## src/rtl/spin_lock_agent.sv

```systemverilog
module spin_lock_agent #(
  parameter int DATA_W    = 8,
  parameter int BASE_WAIT = 3,
  parameter int GROWTH    = 2,
  parameter int MAX_RETRY = 3,
  parameter int CNT_W     = 16
) (
  input  logic              clk,
  input  logic              rst_n,
  input  logic              acq_req,
  input  logic              rel_req,
  output logic              grant,
  output logic              mem_req,
  output logic [1:0]        mem_op,
  input  logic              mem_ack,
  input  logic [DATA_W-1:0] mem_rdata
);

  localparam int IDX_W = (MAX_RETRY > 0) ? $clog2(MAX_RETRY + 1) : 1;
  localparam logic [IDX_W-1:0] IDX_CAP = IDX_W'(MAX_RETRY);
  localparam logic [1:0] OP_READ = 2'b00, OP_TAS = 2'b01, OP_CLEAR = 2'b10;

  typedef enum logic [2:0] {S_IDLE, S_POLL, S_TAS, S_BACKOFF, S_HELD, S_RELEASE} state_t;

  state_t           state;
  logic [IDX_W-1:0] retry;
  logic [CNT_W-1:0] wait_cnt;
  logic             word_free;

  assign word_free = (mem_rdata == '0);

  function automatic logic [CNT_W-1:0] wait_len(input logic [IDX_W-1:0] idx);
    logic [CNT_W-1:0] v;
    v = CNT_W'(BASE_WAIT);
    for (int j = 0; j < MAX_RETRY; j++)
      if (j < int'(idx)) v = v * CNT_W'(GROWTH);
    return v;
  endfunction

  always_ff @(posedge clk or negedge rst_n) begin
    if (!rst_n) begin
      state    <= S_IDLE;
      retry    <= '0;
      wait_cnt <= '0;
    end else begin
      case (state)
        S_IDLE:
          if (acq_req) begin
            state <= S_POLL;
            retry <= '0;
          end
        S_POLL:
          if (mem_ack && word_free) state <= S_TAS;
        S_TAS:
          if (mem_ack) begin
            if (word_free) state <= S_HELD;
            else begin
              state    <= S_BACKOFF;
              wait_cnt <= wait_len(retry) - 1'b1;
              if (retry != IDX_CAP) retry <= retry + 1'b1;
            end
          end
        S_BACKOFF:
          if (wait_cnt == '0) state <= S_POLL;
          else wait_cnt <= wait_cnt - 1'b1;
        S_HELD:
          if (rel_req) state <= S_RELEASE;
        S_RELEASE:
          if (mem_ack) state <= S_IDLE;
        default: state <= S_IDLE;
      endcase
    end
  end

  assign grant   = (state == S_HELD);
  assign mem_req = (state == S_POLL) || (state == S_TAS) || (state == S_RELEASE);
  assign mem_op  = (state == S_TAS) ? OP_TAS : (state == S_RELEASE) ? OP_CLEAR : OP_READ;

  AST_TAS_AFTER_FREE_READ: assert property (@(posedge clk) disable iff (!rst_n)
    (mem_req && mem_op == OP_TAS && !$past(mem_req && mem_op == OP_TAS))
      |-> $past(mem_ack && mem_op == OP_READ && mem_rdata == '0));
  AST_QUIET_AFTER_FAIL: assert property (@(posedge clk) disable iff (!rst_n)
    (mem_req && mem_ack && mem_op == OP_TAS && mem_rdata != '0) |=> !mem_req);
  AST_GRANT_FROM_TAS: assert property (@(posedge clk) disable iff (!rst_n)
    $rose(grant) |-> $past(mem_ack && mem_op == OP_TAS && mem_rdata == '0));
  AST_RELEASE_CLEARS: assert property (@(posedge clk) disable iff (!rst_n)
    $fell(grant) |-> (mem_req && mem_op == OP_CLEAR));
  AST_REQ_STEADY: assert property (@(posedge clk) disable iff (!rst_n)
    (mem_req && !mem_ack) |=> (mem_req && $stable(mem_op)));
  AST_RETRY_CAPPED: assert property (@(posedge clk) disable iff (!rst_n)
    retry <= IDX_CAP);
  AST_IDLE_REL_IGNORED: assert property (@(posedge clk) disable iff (!rst_n)
    (state == S_IDLE && rel_req && !acq_req) |=> (!mem_req && !grant));

endmodule

```

## config.mk

```make
export PLATFORM = sky130hd
export DESIGN_NAME = spin_lock_agent
export DESIGN_NICKNAME = d
export VERILOG_FILES = /design/src/rtl/spin_lock_agent.sv
export SDC_FILE = /design/constraint.sdc
export NUM_CORES = 1
export LEC_CHECK = 0
export ABC_AREA = 1
export BUFFER_PORTS_ARGS = -buffer_cell sky130_fd_sc_hd__buf_2
export CAP_MARGIN = 30
export CORE_MARGIN = 5
export CORE_UTILIZATION = 40
export DETAILED_ROUTE_END_ITERATION = 8
export GPL_TIMING_DRIVEN = 0
export PLACE_DENSITY_LB_ADDON = 0.25
export SETUP_SLACK_MARGIN = 0.2
export SLEW_MARGIN = 20
export SYNTH_ARGS = -nofsm -noshare
export SYNTH_HDL_FRONTEND = slang
export SYNTH_SLANG_ARGS = --single-unit
```

## constraint.sdc

```tcl
create_clock -name clk -period 2.3 [get_ports clk]
set_clock_uncertainty 0.15 [all_clocks]
set_input_delay 0.345 -clock clk [delete_from_list [all_inputs] [get_ports clk]]
set_output_delay 0.345 -clock clk [all_outputs]
set_load 0.05 [all_outputs]
```

# [Yosys cells after proc, flatten, opt, wreduce, memory -nomap -nowiden]
# Cells that the tools add are included.
[totals] output_inout_bits=4 register_bits=21 wordCells=60 in_bits=13
[op_classes] add_sub_neg=3 magnitude_cmp=3 reduce_logical=11 eq_ne=15 mux=25
[op_table] op="2-to-1 mux 16 bit" n=8
[op_table] op="case mux 16 bit (2 select lines)" n=1
[op_table] op="subtractor 16 x 1 -> 16 bit (second input constant)" n=2
[op_table] op="2-to-1 mux 3 bit" n=8
[op_table] op="!= test 2 bit (second input constant)" n=10
[op_table] op="case mux 3 bit (6 select lines)" n=1
[op_table] op="zero test 16 bit" n=1
[op_table] op="2-to-1 mux 2 bit" n=6
[op_table] op="zero test 8 bit" n=1
[op_table] op="equality test 3 x 2 -> 1 bit (second input constant)" n=2
[op_table] op="equality test 3 bit (second input constant)" n=2
[op_table] op="AND reduction 6 bit" n=1
[op_table] op="AND reduction 5 bit" n=1
[op_table] op="less-than comparator 1 x 2 -> 1 bit (first input constant)" n=2
[op_table] op="case mux 2 bit (2 select lines)" n=1
[op_table] op="AND reduction 4 bit" n=1
[op_table] op="nonzero test 2 bit" n=2
[op_table] op="equality test 3 x 1 -> 1 bit (second input constant)" n=1
[op_table] op="zero test 3 bit" n=1
[op_table] op="adder 2 x 1 -> 2 bit (second input constant)" n=1
[op_table] op="logical OR 1 bit" n=2
[op_table] op="less-than comparator 2 bit (first input constant)" n=1
[op_table] op="logical AND 1 bit" n=1

# [Depth between registers and ports, before layout]
[depth] word_depth=11 depth_mapped=13 depth_no_buf=13

# [Worst setup path after synthesis]
# Ideal clock, no wire load.
[synth_path] kind="register -> output" from="reg state[2]" to="out mem_req" t_required_ps=1805 arrival_ps=1651 slack_ps=154 n_path_buf=0 path_stages_with_launch=6 path_cell_list="dfrtp_1 inv_2 nand2_1 nor2_2 inv_1 nand2_1"
[synth_via] elab_chain_len=3 elab_cells_between_ends=5 cone_classes="3 x eq/ne; 2 x reduce/logical"
[synth_rtl] item="start: declaration" line="25" rtl="state_t state;"
[synth_rtl] item="start signal: assignment" line="42" rtl="state <= S_IDLE;"
[synth_rtl] item="start signal: assignment" line="49" rtl="state <= S_POLL;"
[synth_rtl] item="start signal: assignment" line="53" rtl="if (mem_ack && word_free) state <= S_TAS;"
[synth_rtl] item="equality test 3 x 1 -> 1 bit / equality test 3 x 2 -> 1 bit (equally long branches)" line="76" rtl="assign mem_req = (state == S_POLL) || (state == S_TAS) || (state == S_RELEASE);"
[synth_rtl] item="logical OR 1 bit" line="76"
[synth_rtl] item="logical OR 1 bit (*)" line="76"
[synth_rtl] item="end: declaration" line="13" rtl="output logic mem_req,"
# Mark *: on every way between the ends. The rest lies on a longest branch, timed or not.

# [Worst setup path in the final report]
# Same ends and word-level chain as after synthesis.

==> run metrics <==
status complete, no violations; DIE AREA 5720 um2; Max-slew headroom 67.4%; crit path capture type output port; effective utilization at floorplan 42.1%; via/cell ratio approximately 4.9; routed length on met3 126 um; ratio of total power to cell area 1250 nW/um2; average wire per standard cell 11.5 um; reg2reg setup slack 0.35 ns; Slowest Stage Delay on Critical Path roughly 0.47 ns; number of flip-flops and latches in the synthesized netlist 21; class of the tightest hold or removal check flip-flop to flip-flop; clock net sink count 21; detailed-routed wire length on met2 1610 um; number of nets in the synthesized netlist 267; vias in the first global route roughly 1600; uppermost layer routed met4; horizontal die dimension 75.6 um; layout overhead on the synthesized area 15.3%; setup repair after global routing missed its margin yes; largest fanout of any net on the critical path 7; Clock Path Buffers 2; Seq/Total Area, Yosys 30.5%; GRT Total Usage 15.2%; post-layout net count 293; cell-by-cell listing of the critical path inv_2, nand2_1, nor2_4, inv_1, nand2_1, clkbuf_4; CP most frequent cell nand2_1; Setup TNS Final 0 ns; maximum vdd ir drop 0.567 mV; number of max-slew violations in the final report 0; area inside the core boundary 4090 um2; first-pass iteration count of the detailed router 4; total number of vias 1587; critical register-to-register path endpoint wait_cnt[12]$_DFFE_PN0P_; initial antenna violation count 0; number of distinct library cell variants in the gate-level netlist after synthesis 34; pin slew with the least headroom to its limit between 0.4 and 0.5 ns; time the final worst path needs with I/O delays and setup 2.00 ns; Routed WL 3730 um; Clk pin slew, worst setup/hold paths around 0.080 ns; reg-to-reg startpoint retry[0]$_DFFE_PN0P_; total inserted antenna cells 0; Setup WS pre-CTS 0.252 ns; final antenna-violating net count 0; post-DP HPWL 2850 um; ratio of cells with drive above 1 in the final layout around 25%; number of instances in the synthesized netlist 249; I/O pin cnt 17; DRT iter0 DRCs 58; Avg Synthesized Cell Area 6.91 um2; worst setup slack after layout 0.302 ns; static power due to leakage 1.03 nW; global placer's final weighted congestion 0.816; cell area after technology mapping 1720 um2; capturing element of the worst setup path mem_req; reported max-cap violation count 0; final worst-path cycle share 86.9%; overall die height 75.6 um; insertion delay of the later-clocked pin in the worst-skew pair approximately 0.27 ns; number of rows in the core area 23; # port buffers 16; residual DRC count 0; CTS tree done; number of H-tree levels 1; slowest stage cell on the critical path dfrtp_2; final setup violation count 0; Setup crit start state[2]$_DFFE_PN0P_; Max Clock Freq 0.501 GHz; global-route wire length before repair a little under 7000 um; Num CTS Buffers 3; maximum number of pins on one net before global-route repair 22; Synthesis Warnings 0; final hold slack approximately 0.36 ns; root buffer cell clkbuf_8; Congestion Overflow GR 0; nature of the critical path startpoint flip-flop; final hold violation count 0; wire length on met1 1940 um; CP Data Arrival Time 1.50 ns; # fillers 423; classification of the worst setup path flip-flop to output port; required time of the critical path 1.80 ns; Worst Reg-to-Reg Cells 12
==> cells in the final DEF, fill, tap and decap left out, types with 2 or more instances in the layout <==
cell type	count
nand2_4	3
nand3_4	2
dfrtp_1	18
nand2_1	67
nand4_1	4
xnor2_1	2
dfrtp_2	3
nor2_2	5
clkbuf_4	2
nand2_2	10
nor3_1	3
o21ai_1	4
o21ai_2	3
nand3_1	17
o21ai_0	12
buf_2	16
clkbuf_8	3
nor2_1	32
nor2_4	4
ha_1	4
buf_4	6
o21a_1	2
o211ai_1	2
nand3_2	2
inv_1	32
inv_2	2
==> power by group <==
group	switching [mW]	internal [mW]
Clock	0.135	0.124
Combinational	1.01	0.557
Sequential	0.141	0.517
==> state kept, by name, indices dropped and copies added (netlist names) <==
register,count
wait_cnt,16
state,3
retry,2
==> through the flow <==
step / util (%) / std cells / area (um2) / total power, mW
2_1_floorplan: - / 249 / 1730 / 1.85
3_3_place_gp: 45.7 / 315 / 1870 / 2.14
4_1_cts: 47.1 / 320 / 1920 / 2.41
3_5_place_dp: 45.7 / 315 / 1870 / 2.15
5_1_grt: 48.6 / 324 / 1980 / 2.74
6_report: 48.6 / 324 / 1980 / 2.48
==> layer usage <==
metal / track usage (%) / vias up
li1: - / 831
met1: 20.8 / 724
met2: 25.2 / 28
met3: 1.72 / 4
met4: 4.66 / 0
met5: 0 / -
==> synth_stat cells <==
| cell | instances | area share [%] |
|---|---|---|
| o21ai_2 | 2 | 1.0 |
| nor3_2 | 1 | 0.58 |
| buf_6 | 1 | 0.65 |
| nand3_4 | 2 | 2.0 |
| nor2_2 | 6 | 2.2 |
| nor3_1 | 3 | 0.87 |
| nand4_1 | 4 | 1.5 |
| buf_8 | 1 | 0.87 |
| nor2_1 | 32 | 7.0 |
| nand2_2 | 8 | 2.9 |
| nor2_8 | 1 | 1.2 |
| o21a_1 | 2 | 0.87 |
| a21oi_1 | 1 | 0.29 |
| o211ai_1 | 2 | 0.87 |
| and2b_1 | 1 | 0.44 |
| o21bai_1 | 1 | 0.44 |
| nor2_4 | 3 | 2.0 |
| o21ai_0 | 12 | 3.5 |
| buf_4 | 2 | 0.87 |
| nand3_1 | 17 | 4.9 |
| dfrtp_1 | 21 | 31 |
| o21ai_1 | 5 | 1.5 |
| nand2_8 | 1 | 1.2 |
| inv_2 | 2 | 0.44 |
| ha_1 | 5 | 3.6 |
| nand2_1 | 69 | 15 |
| inv_1 | 32 | 7.0 |
| buf_2 | 2 | 0.58 |
| a211oi_1 | 1 | 0.44 |
| xnor2_1 | 2 | 1.0 |
| or2_2 | 1 | 0.36 |
| nand2_4 | 3 | 2.0 |
| nand3_2 | 2 | 1.2 |
| inv_4 | 1 | 0.36 |
==> worst min path at each step <==
stage,start,endpoint,cells after the start
after floorplan,rst_n,retry[0]$_DFFE_PN0P_,0
after global placement,rst_n,wait_cnt[0]$_DFFE_PN0P_,1
after detailed placement,rst_n,retry[1]$_DFFE_PN0P_,1
after CTS,wait_cnt[1]$_DFFE_PN0P_,wait_cnt[1]$_DFFE_PN0P_,2
after global routing,wait_cnt[1]$_DFFE_PN0P_,wait_cnt[1]$_DFFE_PN0P_,2
final,wait_cnt[1]$_DFFE_PN0P_,wait_cnt[1]$_DFFE_PN0P_,2
==> worst max-delay path, delay by kind of cell, from the launching register on <==
kind	cells	cell delay, ns
buffers and inverters	3	0.39
flip-flops	1	0.47
AND/OR/NAND/NOR	3	0.37
==> kinds of logic (layout without fill, tap and decap cells) <==
family,after synthesis,count (layout),synth area share [%]
compound gates,26,26,8.87
xor+xnor,2,2,1.02
fa+ha+maj,5,5,3.63
buf+inv,41,66,10.8
flops,21,21,30.5
simple gates,154,154,45.2
==> final cells by class <==
type	instances	area [um2]	share of cell area [%]
plain buffers	6	53.8	2.71
clock buffers	4	45.0	2.27
inverters	35	134	6.75
multi-input cells	187	1040	52.3
flip-flops and latches	21	529	26.7
well taps	50	62.6	3.15
repair buffers	21	123	6.18
==> timing repair <==
action,CTS,global route
setup buffers,0,4
hold buffers,1,0
setup endpoints to repair,0,7
hold endpoints to repair,21,0
resized for setup,0,10
Power figures use the tool's default switching activity.
